===== config.mk =====
export PLATFORM = sky130hd
export DESIGN_NAME = tx_start_gate
export DESIGN_NICKNAME = d
export VERILOG_FILES = /design/src/rtl/txs_pkg.sv /design/src/rtl/txs_startpt_reg.sv /design/src/rtl/txs_store.sv /design/src/rtl/txs_start_dec.sv /design/src/rtl/txs_ptr_ctl.sv /design/src/rtl/tx_start_gate.sv
export SDC_FILE = /design/constraint.sdc
export NUM_CORES = 1
export LEC_CHECK = 0
export BUFFER_PORTS_ARGS = -buffer_cell sky130_fd_sc_hd__clkbuf_2
export CAP_MARGIN = 15
export CORE_MARGIN = 2
export CORE_UTILIZATION = 30
export DETAILED_ROUTE_END_ITERATION = 8
export PLACE_DENSITY_LB_ADDON = 0.08
export SLEW_MARGIN = 25
export SYNTH_ARGS = -nofsm -noshare
export SYNTH_HDL_FRONTEND = slang
export SYNTH_SLANG_ARGS = --single-unit

===== constraint.sdc =====
create_clock -name clk -period 5.38 [get_ports clk]
set_input_delay 0.538 -clock clk [delete_from_list [all_inputs] [get_ports clk]]
set_output_delay 0.538 -clock clk [all_outputs]
set_load 0.02 [all_outputs]

===== src/rtl/txs_pkg.sv =====
// Package: shared types and the start-point decode for the transmit
// start-threshold controller. Assumes byte counts fit in CNT_W bits.
package txs_pkg;

    localparam int CNT_W = 8;

    typedef enum logic [1:0] {
        SP_4   = 2'b00,
        SP_16  = 2'b01,
        SP_64  = 2'b10,
        SP_112 = 2'b11
    } start_pt_e;

    // Byte count at which preamble may begin for a given start-point code.
    function automatic logic [CNT_W-1:0] sp_bytes(start_pt_e sp);
        case (sp)
            SP_4:    return CNT_W'(4);
            SP_16:   return CNT_W'(16);
            SP_64:   return CNT_W'(64);
            default: return CNT_W'(112);
        endcase
    endfunction

endpackage


===== src/rtl/txs_startpt_reg.sv =====
// Start-point register: holds the two-bit threshold code. Loads only when
// the write strobe and the stop control are both high. Resets to the
// 64-byte code. Assumes stop is a level held by the configuring agent.
module txs_startpt_reg
    import txs_pkg::*;
(
    input  logic       clk,
    input  logic       rst_n,
    input  logic       stop,
    input  logic       wr,
    input  logic [1:0] sp_in,
    output start_pt_e  sp_q
);

    // Hold the code; accept new values only while stopped.
    always_ff @(posedge clk) begin
        if (!rst_n)
            sp_q <= SP_64;
        else if (wr && stop)
            sp_q <= start_pt_e'(sp_in);
    end

    assert_cfg_locked_R4: assert property (@(posedge clk) disable iff (!rst_n)
        !stop |=> $stable(sp_q));

endmodule


===== src/rtl/txs_store.sv =====
// Buffer storage: one write port and an asynchronous read port.
// Assumes DEPTH is a power of two and that the caller never writes a
// slot that is still in use.
module txs_store #(
    parameter int DW    = 9,
    parameter int DEPTH = 128,
    localparam int AW   = $clog2(DEPTH)
) (
    input  logic          clk,
    input  logic          we,
    input  logic [AW-1:0] waddr,
    input  logic [DW-1:0] wdata,
    input  logic [AW-1:0] raddr,
    output logic [DW-1:0] rdata
);

    logic [DW-1:0] mem [DEPTH];

    // Write one entry per accepted byte.
    always_ff @(posedge clk) begin
        if (we)
            mem[waddr] <= wdata;
    end

    // Read entry at the read position, no latency.
    always_comb rdata = mem[raddr];

endmodule


===== src/rtl/txs_start_dec.sv =====
// Start decision: counts bytes accepted for the current frame and notes
// whether its final byte has arrived. Permits transmission at the selected
// threshold or at end of frame. Cleared when the frame is finished.
module txs_start_dec
    import txs_pkg::*;
(
    input  logic      clk,
    input  logic      rst_n,
    input  logic      wr_acc,
    input  logic      wr_eof,
    input  logic      frame_done,
    input  start_pt_e sp,
    output logic      tx_go,
    output logic      eof_seen
);

    logic [CNT_W-1:0] cnt_q;
    logic             eof_q;

    // Track bytes written and end-of-frame for the frame being loaded.
    always_ff @(posedge clk) begin
        if (!rst_n) begin
            cnt_q <= '0;
            eof_q <= 1'b0;
        end else if (frame_done) begin
            cnt_q <= '0;
            eof_q <= 1'b0;
        end else if (wr_acc) begin
            if (cnt_q != '1)
                cnt_q <= cnt_q + 1'b1;
            if (wr_eof)
                eof_q <= 1'b1;
        end
    end

    // Permit preamble once the threshold is met or the frame is complete.
    always_comb begin
        eof_seen = eof_q;
        tx_go    = eof_q || (cnt_q >= sp_bytes(sp));
    end

    assert_go_cause_R1: assert property (@(posedge clk) disable iff (!rst_n)
        $rose(tx_go) && $stable(sp) |-> $past(wr_acc));

endmodule


===== src/rtl/txs_ptr_ctl.sv =====
// Pointer control: write, read and frame-base pointers. While fewer than
// PROT_BYTES of the current frame have been read, the frame base counts as
// occupied space, and a collision rewinds the read pointer to it. After
// that window the base is released and collisions are ignored.
// Assumes DEPTH is a power of two and PROT_BYTES <= DEPTH.
module txs_ptr_ctl #(
    parameter int DEPTH      = 128,
    parameter int PROT_BYTES = 64,
    localparam int AW = $clog2(DEPTH),
    localparam int PW = AW + 1,
    localparam int SW = $clog2(PROT_BYTES + 1)
) (
    input  logic          clk,
    input  logic          rst_n,
    input  logic          wr_acc,
    input  logic          rd_acc,
    input  logic          rd_last,
    input  logic          col_retry,
    output logic [AW-1:0] waddr,
    output logic [AW-1:0] raddr,
    output logic          full,
    output logic          empty,
    output logic          frame_done
);

    logic [PW-1:0] wptr_q, rptr_q, base_q;
    logic [PW-1:0] oldest, used;
    logic [SW-1:0] sent_q;
    logic          prot_q;
    logic          retry;

    // Decode occupancy with the protected window counted as in use.
    always_comb begin
        retry      = col_retry && prot_q;
        frame_done = rd_acc && rd_last && !retry;
        oldest     = prot_q ? base_q : rptr_q;
        used       = wptr_q - oldest;
        full       = (used == PW'(DEPTH));
        empty      = (wptr_q == rptr_q);
        waddr      = wptr_q[AW-1:0];
        raddr      = rptr_q[AW-1:0];
    end

    // Advance the write pointer on each accepted byte.
    always_ff @(posedge clk) begin
        if (!rst_n)
            wptr_q <= '0;
        else if (wr_acc)
            wptr_q <= wptr_q + 1'b1;
    end

    // Read side: rewind on collision, advance on read, close or release.
    always_ff @(posedge clk) begin
        if (!rst_n) begin
            rptr_q <= '0;
            base_q <= '0;
            prot_q <= 1'b1;
            sent_q <= '0;
        end else if (retry) begin
            rptr_q <= base_q;
            sent_q <= '0;
        end else if (rd_acc) begin
            rptr_q <= rptr_q + 1'b1;
            if (rd_last) begin
                base_q <= rptr_q + 1'b1;
                prot_q <= 1'b1;
                sent_q <= '0;
            end else if (prot_q) begin
                if (sent_q == SW'(PROT_BYTES - 1))
                    prot_q <= 1'b0;
                else
                    sent_q <= sent_q + 1'b1;
            end
        end
    end

    assert_retry_rewinds_R7: assert property (@(posedge clk) disable iff (!rst_n)
        col_retry && prot_q |=> rptr_q == $past(base_q));

    assert_base_held_R6: assert property (@(posedge clk) disable iff (!rst_n)
        prot_q && !frame_done |=> $stable(base_q));

    assert_late_col_ignored_R8: assert property (@(posedge clk) disable iff (!rst_n)
        col_retry && !prot_q && !rd_acc |=> $stable(rptr_q));

    assert_no_write_past_base_R6: assert property (@(posedge clk) disable iff (!rst_n)
        wr_acc |-> (used < PW'(DEPTH)));

endmodule


===== src/rtl/tx_start_gate.sv =====
// Top: transmit start-threshold controller. Connects the start-point
// register, start decision, pointer control and storage. The host is held
// off after an end-of-frame byte until the MAC reads that byte.
module tx_start_gate #(
    parameter int DEPTH      = 128,
    parameter int DATA_W     = 8,
    parameter int PROT_BYTES = 64,
    localparam int AW  = $clog2(DEPTH),
    localparam int EW  = DATA_W + 1
) (
    input  logic              clk,
    input  logic              rst_n,
    input  logic              cfg_stop,
    input  logic              cfg_wr,
    input  logic [1:0]        cfg_sp,
    input  logic              wr_en,
    input  logic [DATA_W-1:0] wr_data,
    input  logic              wr_eof,
    output logic              wr_ready,
    input  logic              rd_en,
    output logic              rd_valid,
    output logic [DATA_W-1:0] rd_data,
    output logic              rd_last,
    input  logic              col_retry,
    output logic              tx_go
);

    import txs_pkg::*;

    start_pt_e     sp_q;
    logic          eof_seen, full, empty, frame_done;
    logic          wr_acc, rd_acc;
    logic [AW-1:0] waddr, raddr;
    logic [EW-1:0] rdata;

    // Handshake qualification at the block edge.
    always_comb begin
        wr_ready = !full && !eof_seen;
        wr_acc   = wr_en && wr_ready;
        rd_valid = tx_go && !empty;
        rd_acc   = rd_en && rd_valid;
        rd_data  = rdata[DATA_W-1:0];
        rd_last  = rdata[DATA_W];
    end

    txs_startpt_reg u_sp (
        .clk   (clk),
        .rst_n (rst_n),
        .stop  (cfg_stop),
        .wr    (cfg_wr),
        .sp_in (cfg_sp),
        .sp_q  (sp_q)
    );

    txs_start_dec u_dec (
        .clk        (clk),
        .rst_n      (rst_n),
        .wr_acc     (wr_acc),
        .wr_eof     (wr_eof),
        .frame_done (frame_done),
        .sp         (sp_q),
        .tx_go      (tx_go),
        .eof_seen   (eof_seen)
    );

    txs_ptr_ctl #(.DEPTH(DEPTH), .PROT_BYTES(PROT_BYTES)) u_ptr (
        .clk        (clk),
        .rst_n      (rst_n),
        .wr_acc     (wr_acc),
        .rd_acc     (rd_acc),
        .rd_last    (rdata[DATA_W]),
        .col_retry  (col_retry),
        .waddr      (waddr),
        .raddr      (raddr),
        .full       (full),
        .empty      (empty),
        .frame_done (frame_done)
    );

    txs_store #(.DW(EW), .DEPTH(DEPTH)) u_mem (
        .clk   (clk),
        .we    (wr_acc),
        .waddr (waddr),
        .wdata ({wr_eof, wr_data}),
        .raddr (raddr),
        .rdata (rdata)
    );

    assert_ready_after_eof_R10: assert property (@(posedge clk) disable iff (!rst_n)
        wr_en && wr_ready && wr_eof |=> !wr_ready);

    assert_valid_has_data_R5: assert property (@(posedge clk) disable iff (!rst_n)
        rd_valid |-> tx_go);

endmodule


* Word level (Yosys, flattened, before mapping)
Memory sizes are Yosys's and may differ from the RTL's. A register that Yosys moved wholly into a read port is not among the register bits. Index checks and enable logic that the tools add are counted.
Word-level totals: flip-flop bits (word level) 43, memory bits (writable) 1152, input bits 18, output and inout port bits 12, logic and storage cells 61, memories 1
Operators by class: $add $sub $neg 5, magnitude comparators 1, equality and inequality tests 7, mux-type cells 14, bitwise operators 2, reduce and logical (&&, ||, !) cells 23
Memories:
- u_mem.mem | depth 128, width 9, rd ports 1, clocked after memory_dff 1, wr ports 1, line txs_store.sv:17 | logic [DW-1:0] mem [DEPTH];
Operator list (number):
- two-way mux 7 bit | 5
- adder 8 x 1 -> 8 bit, second input constant | 3
- two-way mux 8 bit | 3
- case mux 7 bit (3 select lines) | 1
- == test 8 bit | 1
- == test 8 bit, second input constant | 1
- >= comparator 8 x 7 -> 1 bit | 1
- logical AND 1 bit | 8
- != test 8 bit, second input constant | 1
- subtractor 8 bit | 1
- adder 7 x 1 -> 7 bit, second input constant | 1
- == test 7 x 6 -> 1 bit, second input constant | 1
- AND reduction 2 bit | 3
- AND reduction 3 bit | 2
- two-way mux 1 bit | 5
- logical NOT 1 bit | 4
- nonzero test 2 bit | 2
- OR reduction 2 bit | 2
- == test 2 x 1 -> 1 bit, second input constant | 1
- == test 2 bit, second input constant | 1
- logical NOT 2 bit | 1
- != test 2 bit, second input constant | 1
- NOT 1 bit | 2
- logical OR 1 bit | 1

* Longest topological paths before layout
word-level depth 10, mapped depth 16

* Hierarchy
Synthesis repeated with hierarchy kept, for this count alone.
Second synthesis, totals: cell total of the unflattened synthesis 2128, area total of the unflattened synthesis 47120.2 µm²
By module, submodules not included:
- txs_store | instances 1, cells an instance 1807, area an instance 44348.8 µm², seq. area each 34593.2 µm²
- txs_ptr_ctl | instances 1, cells an instance 245, area an instance 2104.5 µm², seq. area each 640.6 µm²
- txs_start_dec | instances 1, cells an instance 63, area an instance 546.8 µm², seq. area each 180.2 µm²
- txs_startpt_reg | instances 1, cells an instance 9, area an instance 88.8 µm², seq. area each 40.0 µm²
- tx_start_gate | instances 1, cells an instance 4, area an instance 31.3 µm², seq. area each 0.0 µm²

* Worst setup path before layout
No wires, ideal clock.
kind reg2reg, start register u_ptr.prot_q, end memory u_mem.mem[105][0] (enable), setup time 0.374 ns, arrival 3.848 ns, data required time 5.006 ns, slack 1.158 ns, cell stages (with the launch flop) 16, clock period less this slack 4.222 ns, cells stage by stage dfxtp_1 -> clkbuf_1 -> buf_1 -> mux2i_1 -> ha_1 -> a211oi_1 -> a21o_1 -> a21boi_0 -> o211ai_1 -> a311o_1 -> clkbuf_1 -> nand2_1 -> or4_1 -> clkbuf_1 -> clkbuf_1 -> nor2_1
Between the ends: longest elaborated chain between the ends 8
Ends and longest elaborated chain:
- start: declaration | line txs_ptr_ctl.sv:29 | logic prot_q;
- start signal: assignment | line txs_ptr_ctl.sv:57 | prot_q <= 1'b1;
- start signal: assignment | line txs_ptr_ctl.sv:66 | prot_q <= 1'b1;
- start signal: assignment | line txs_ptr_ctl.sv:70 | prot_q <= 1'b0;
- two-way mux 8 bit | line txs_ptr_ctl.sv:36 | oldest = prot_q ? base_q : rptr_q;
- subtractor 8 bit | line txs_ptr_ctl.sv:37 | used = wptr_q - oldest;
- == test 8 bit | line txs_ptr_ctl.sv:38 | full = (used == PW'(DEPTH));
- logical NOT 1 bit | line tx_start_gate.sv:38 | wr_ready = !full && !eof_seen;
- logical AND 1 bit | line tx_start_gate.sv:38
- logical AND 1 bit | line tx_start_gate.sv:39 | wr_acc = wr_en && wr_ready;
- two-way mux 1 bit | line txs_store.sv:21 | if (we)
- two-way mux 1 bit (not written as such) | line txs_store.sv:22 | mem[waddr] <= wdata;
- end: declaration | line txs_store.sv:17
Every way passes these cells.

==> flow_metrics.tcl <==
set metrics [dict create \
    run_status "finished, final reports clean" \
    ctsHtreeMaxLevel 4 \
    cts_sinks 1202 \
    met1_usage_pct 22.34 \
    met3_usage_pct 2.516 \
    ys_seq_elements 1202 \
    finalCriticalPeriod_ps 4877 \
    avgSynthCellArea_um2 21.62 \
    rsz0062_at_grt "false" \
    grt_busiest_layer "met2" \
    wl_per_cell_um 27.93 \
    fp.dieW_um 400.8 \
    ant_nets 0 \
    maxSlewViolCount 0 \
    clk_path_buf_depth 3 \
    synth-async-reset-ratio_pct 0 \
    fin_skew_ps 22.66 \
    path_max_fanout 33 \
    p_leak_nw 16.76 \
    ys_warn_count 0 \
    drc 0 \
    timing.slew.headroom_pct 28.98 \
    netlist_area_um2 47240 \
    final.period_utilization_pct 90.64 \
    wl_um 126800 \
    antennaDiodeCount 0 \
    setup_viol 0 \
    holdWs_ps 75.10 \
    synth-edff-count 1152 \
    synth_seq_area_share_pct 75.35 \
    cts_tree "yes" \
    vias 22330 \
    power_density_nw_per_um2 375.1 \
    grt_start_max_net_pins 112 \
    dr.first_iter.drc_count 1721 \
    clkLatencyLatePin_ps 750 \
    coreArea_um2 156200 \
    dp.cells 4292 \
    start_kind "flip-flop" \
    grt_remaining_overflow 0 \
    worst_setup_path_end_kind "output pin" \
    seq_area_um2 35610 \
    min_path_type "input port to flip-flop" \
    synthToLayoutAreaGrowth_pct 16.25 \
    die_area_um2 160600 \
    hpwlAfterDp_um 77400 \
    rows 145 \
    io_buffers 29 \
    fp.dieH_um 400.8 \
    finalHoldViolCount 0 \
    drv_cap 0 \
    vias_per_cell 4.919 \
    crit_arrival_ps 4340 \
    crit_required_ps 4840 \
    met2_usage_pct 25.73 \
    nNetsFinal 2413 \
    clk_pin_slew_ps 60 \
    cts_root_buffer "clkbuf_16" \
    ir_drop_mv 0.2272 \
    globalplace.congestion 0.7522 \
    instances_no_fill 4540 \
    numCtsBuffers 137 \
    nFillCells 14380 \
    synth_fp_nets 2221 \
    mostFrequentLayoutCells "1152 x edfxtp_1, 364 x mux4_2, 152 x nor2_1" \
    multiInputGateArea_um2 11030 \
    drive_gt1_share_pct 30.02 \
    grtUsageTotal_pct 15.93 \
    tns_ps 0 \
    grt_first_pass_wirelength_um 182600 \
    antenna_found_initial 5 \
    initial_core_util_pct 30.24 \
    yosysUniqueCellTypes 49 \
    fmax_mhz 205.1 \
    critPathKind "flip-flop to output pin" \
    netlist_instances 2185 \
    layout_commonest_cell "edfxtp_1" \
    synth_flop_cell "edfxtp_1" \
    firstDrtPassIters 7 \
    worstMarginPinSlew_ps 1061 \
    cts_setup_buffers 0 \
    ios 30 \
    grt_pass1_vias 23810 \
]
stage by stage:
stage	utilization [%]	total power, mW	area [um^2]	setup WS, ps
after global placement	32.38	11.90	50590	591.0
after floorplan	-	11.27	47240	1158
after detailed placement	32.39	11.90	50590	535.5
after global routing	35.15	21.32	54910	128.1
final	35.15	20.60	54910	503.5
after CTS	35.14	20.94	54900	353.2
synth_stat cells (10+ instances only):
master | n | area [um^2]
nand3_1 | 28 | 140.1
xor2_1 | 18 | 157.7
buf_1 | 11 | 41.29
nor2b_1 | 10 | 62.56
mux4_2 | 364 | 8198
clkbuf_1 | 65 | 244.0
buf_2 | 24 | 120.1
dfxtp_1 | 50 | 1001
buf_4 | 16 | 120.1
o21ai_0 | 22 | 110.1
mux2i_1 | 34 | 340.3
a21oi_1 | 27 | 135.1
ha_1 | 18 | 225.2
inv_1 | 15 | 56.30
nor2_1 | 154 | 578.1
nand2_1 | 60 | 225.2
edfxtp_1 | 1152 | 34590
xnor2_1 | 13 | 113.9
power breakdown:
part	leakage [nW]	switching [mW]	internal (mW)
clock	2.08	3.75	5.19
combinational	3.91	0.822	0.510
sequential	10.8	0.0450	10.3
worst max-delay path, stage by stage, from the launching register on:
cell      delay (ps)
dfxtp_4          400
buf_12           260
buf_4            620
mux4_2           610
mux4_2           560
mux4_2           560
mux2_2           350
clkbuf_2         180
cells by family after synthesis:
group	after synthesis	synth area share, %
XOR/XNOR	31	0.5748
flip-flops	1202	75.35
AO/OA/AOI/OAI	83	1.094
AND/OR/NAND/NOR	310	2.911
multiplexers	406	18.27
adder cells (fa/ha/maj)	18	0.4768
buffers and inverters	135	1.327
state kept, by name (all words and copies together), names as in the netlist, named ones only:
| name | cells |
|---|---|
| u_ptr.rptr_q | 8 |
| u_ptr.base_q | 8 |
| u_dec.cnt_q | 8 |
| u_ptr.wptr_q | 8 |
| u_ptr.prot_q | 1 |
| u_mem.mem | 1152 |
| u_sp.sp_q | 2 |
| u_dec.eof_seen | 1 |
| u_ptr.sent_q | 7 |
routing by layer:
metal / part of all wire [%] / up-vias / wire length (um)
met5: 0 / - / 0
li1: - / 9515 / -
met3: 3.7 / 153 / 4698
met1: 46 / 12180 / 58150
met2: 48 / 480 / 61240
met4: 2.2 / 0 / 2737
area by class of cell:
type / count / share of cell area [%]
tap: 2058 / 4.689
multi-input combinational: 848 / 20.09
timing repair buffer: 173 / 2.502
clock inverter: 80 / 1.171
sequential: 1202 / 64.85
inverter: 15 / 0.1025
clock buffer: 164 / 6.601
repair_timing:
item	CTS	global route
hold endpoints to repair	3	0
hold buffers	4	0
gates resized for setup	0	0
final timing paths:
path                                     start                      endpoint  slack [ps]  cells after the start
hold / removal                        cfg_stop     u_sp.sp_q[0]$_SDFFE_PN0P_          80                      3
setup / recovery                     flip-flop                    rd_data[5]         500                      7
hold reg to reg   u_ptr.base_q[1]$_SDFFE_PN0P_  u_ptr.base_q[1]$_SDFFE_PN0P_         480                      2
setup reg to reg     u_ptr.prot_q$_SDFFE_PN1P_    u_mem.mem[61][3]$_DFFE_PP_         540                     10
(Power assumes the default switching activity.)
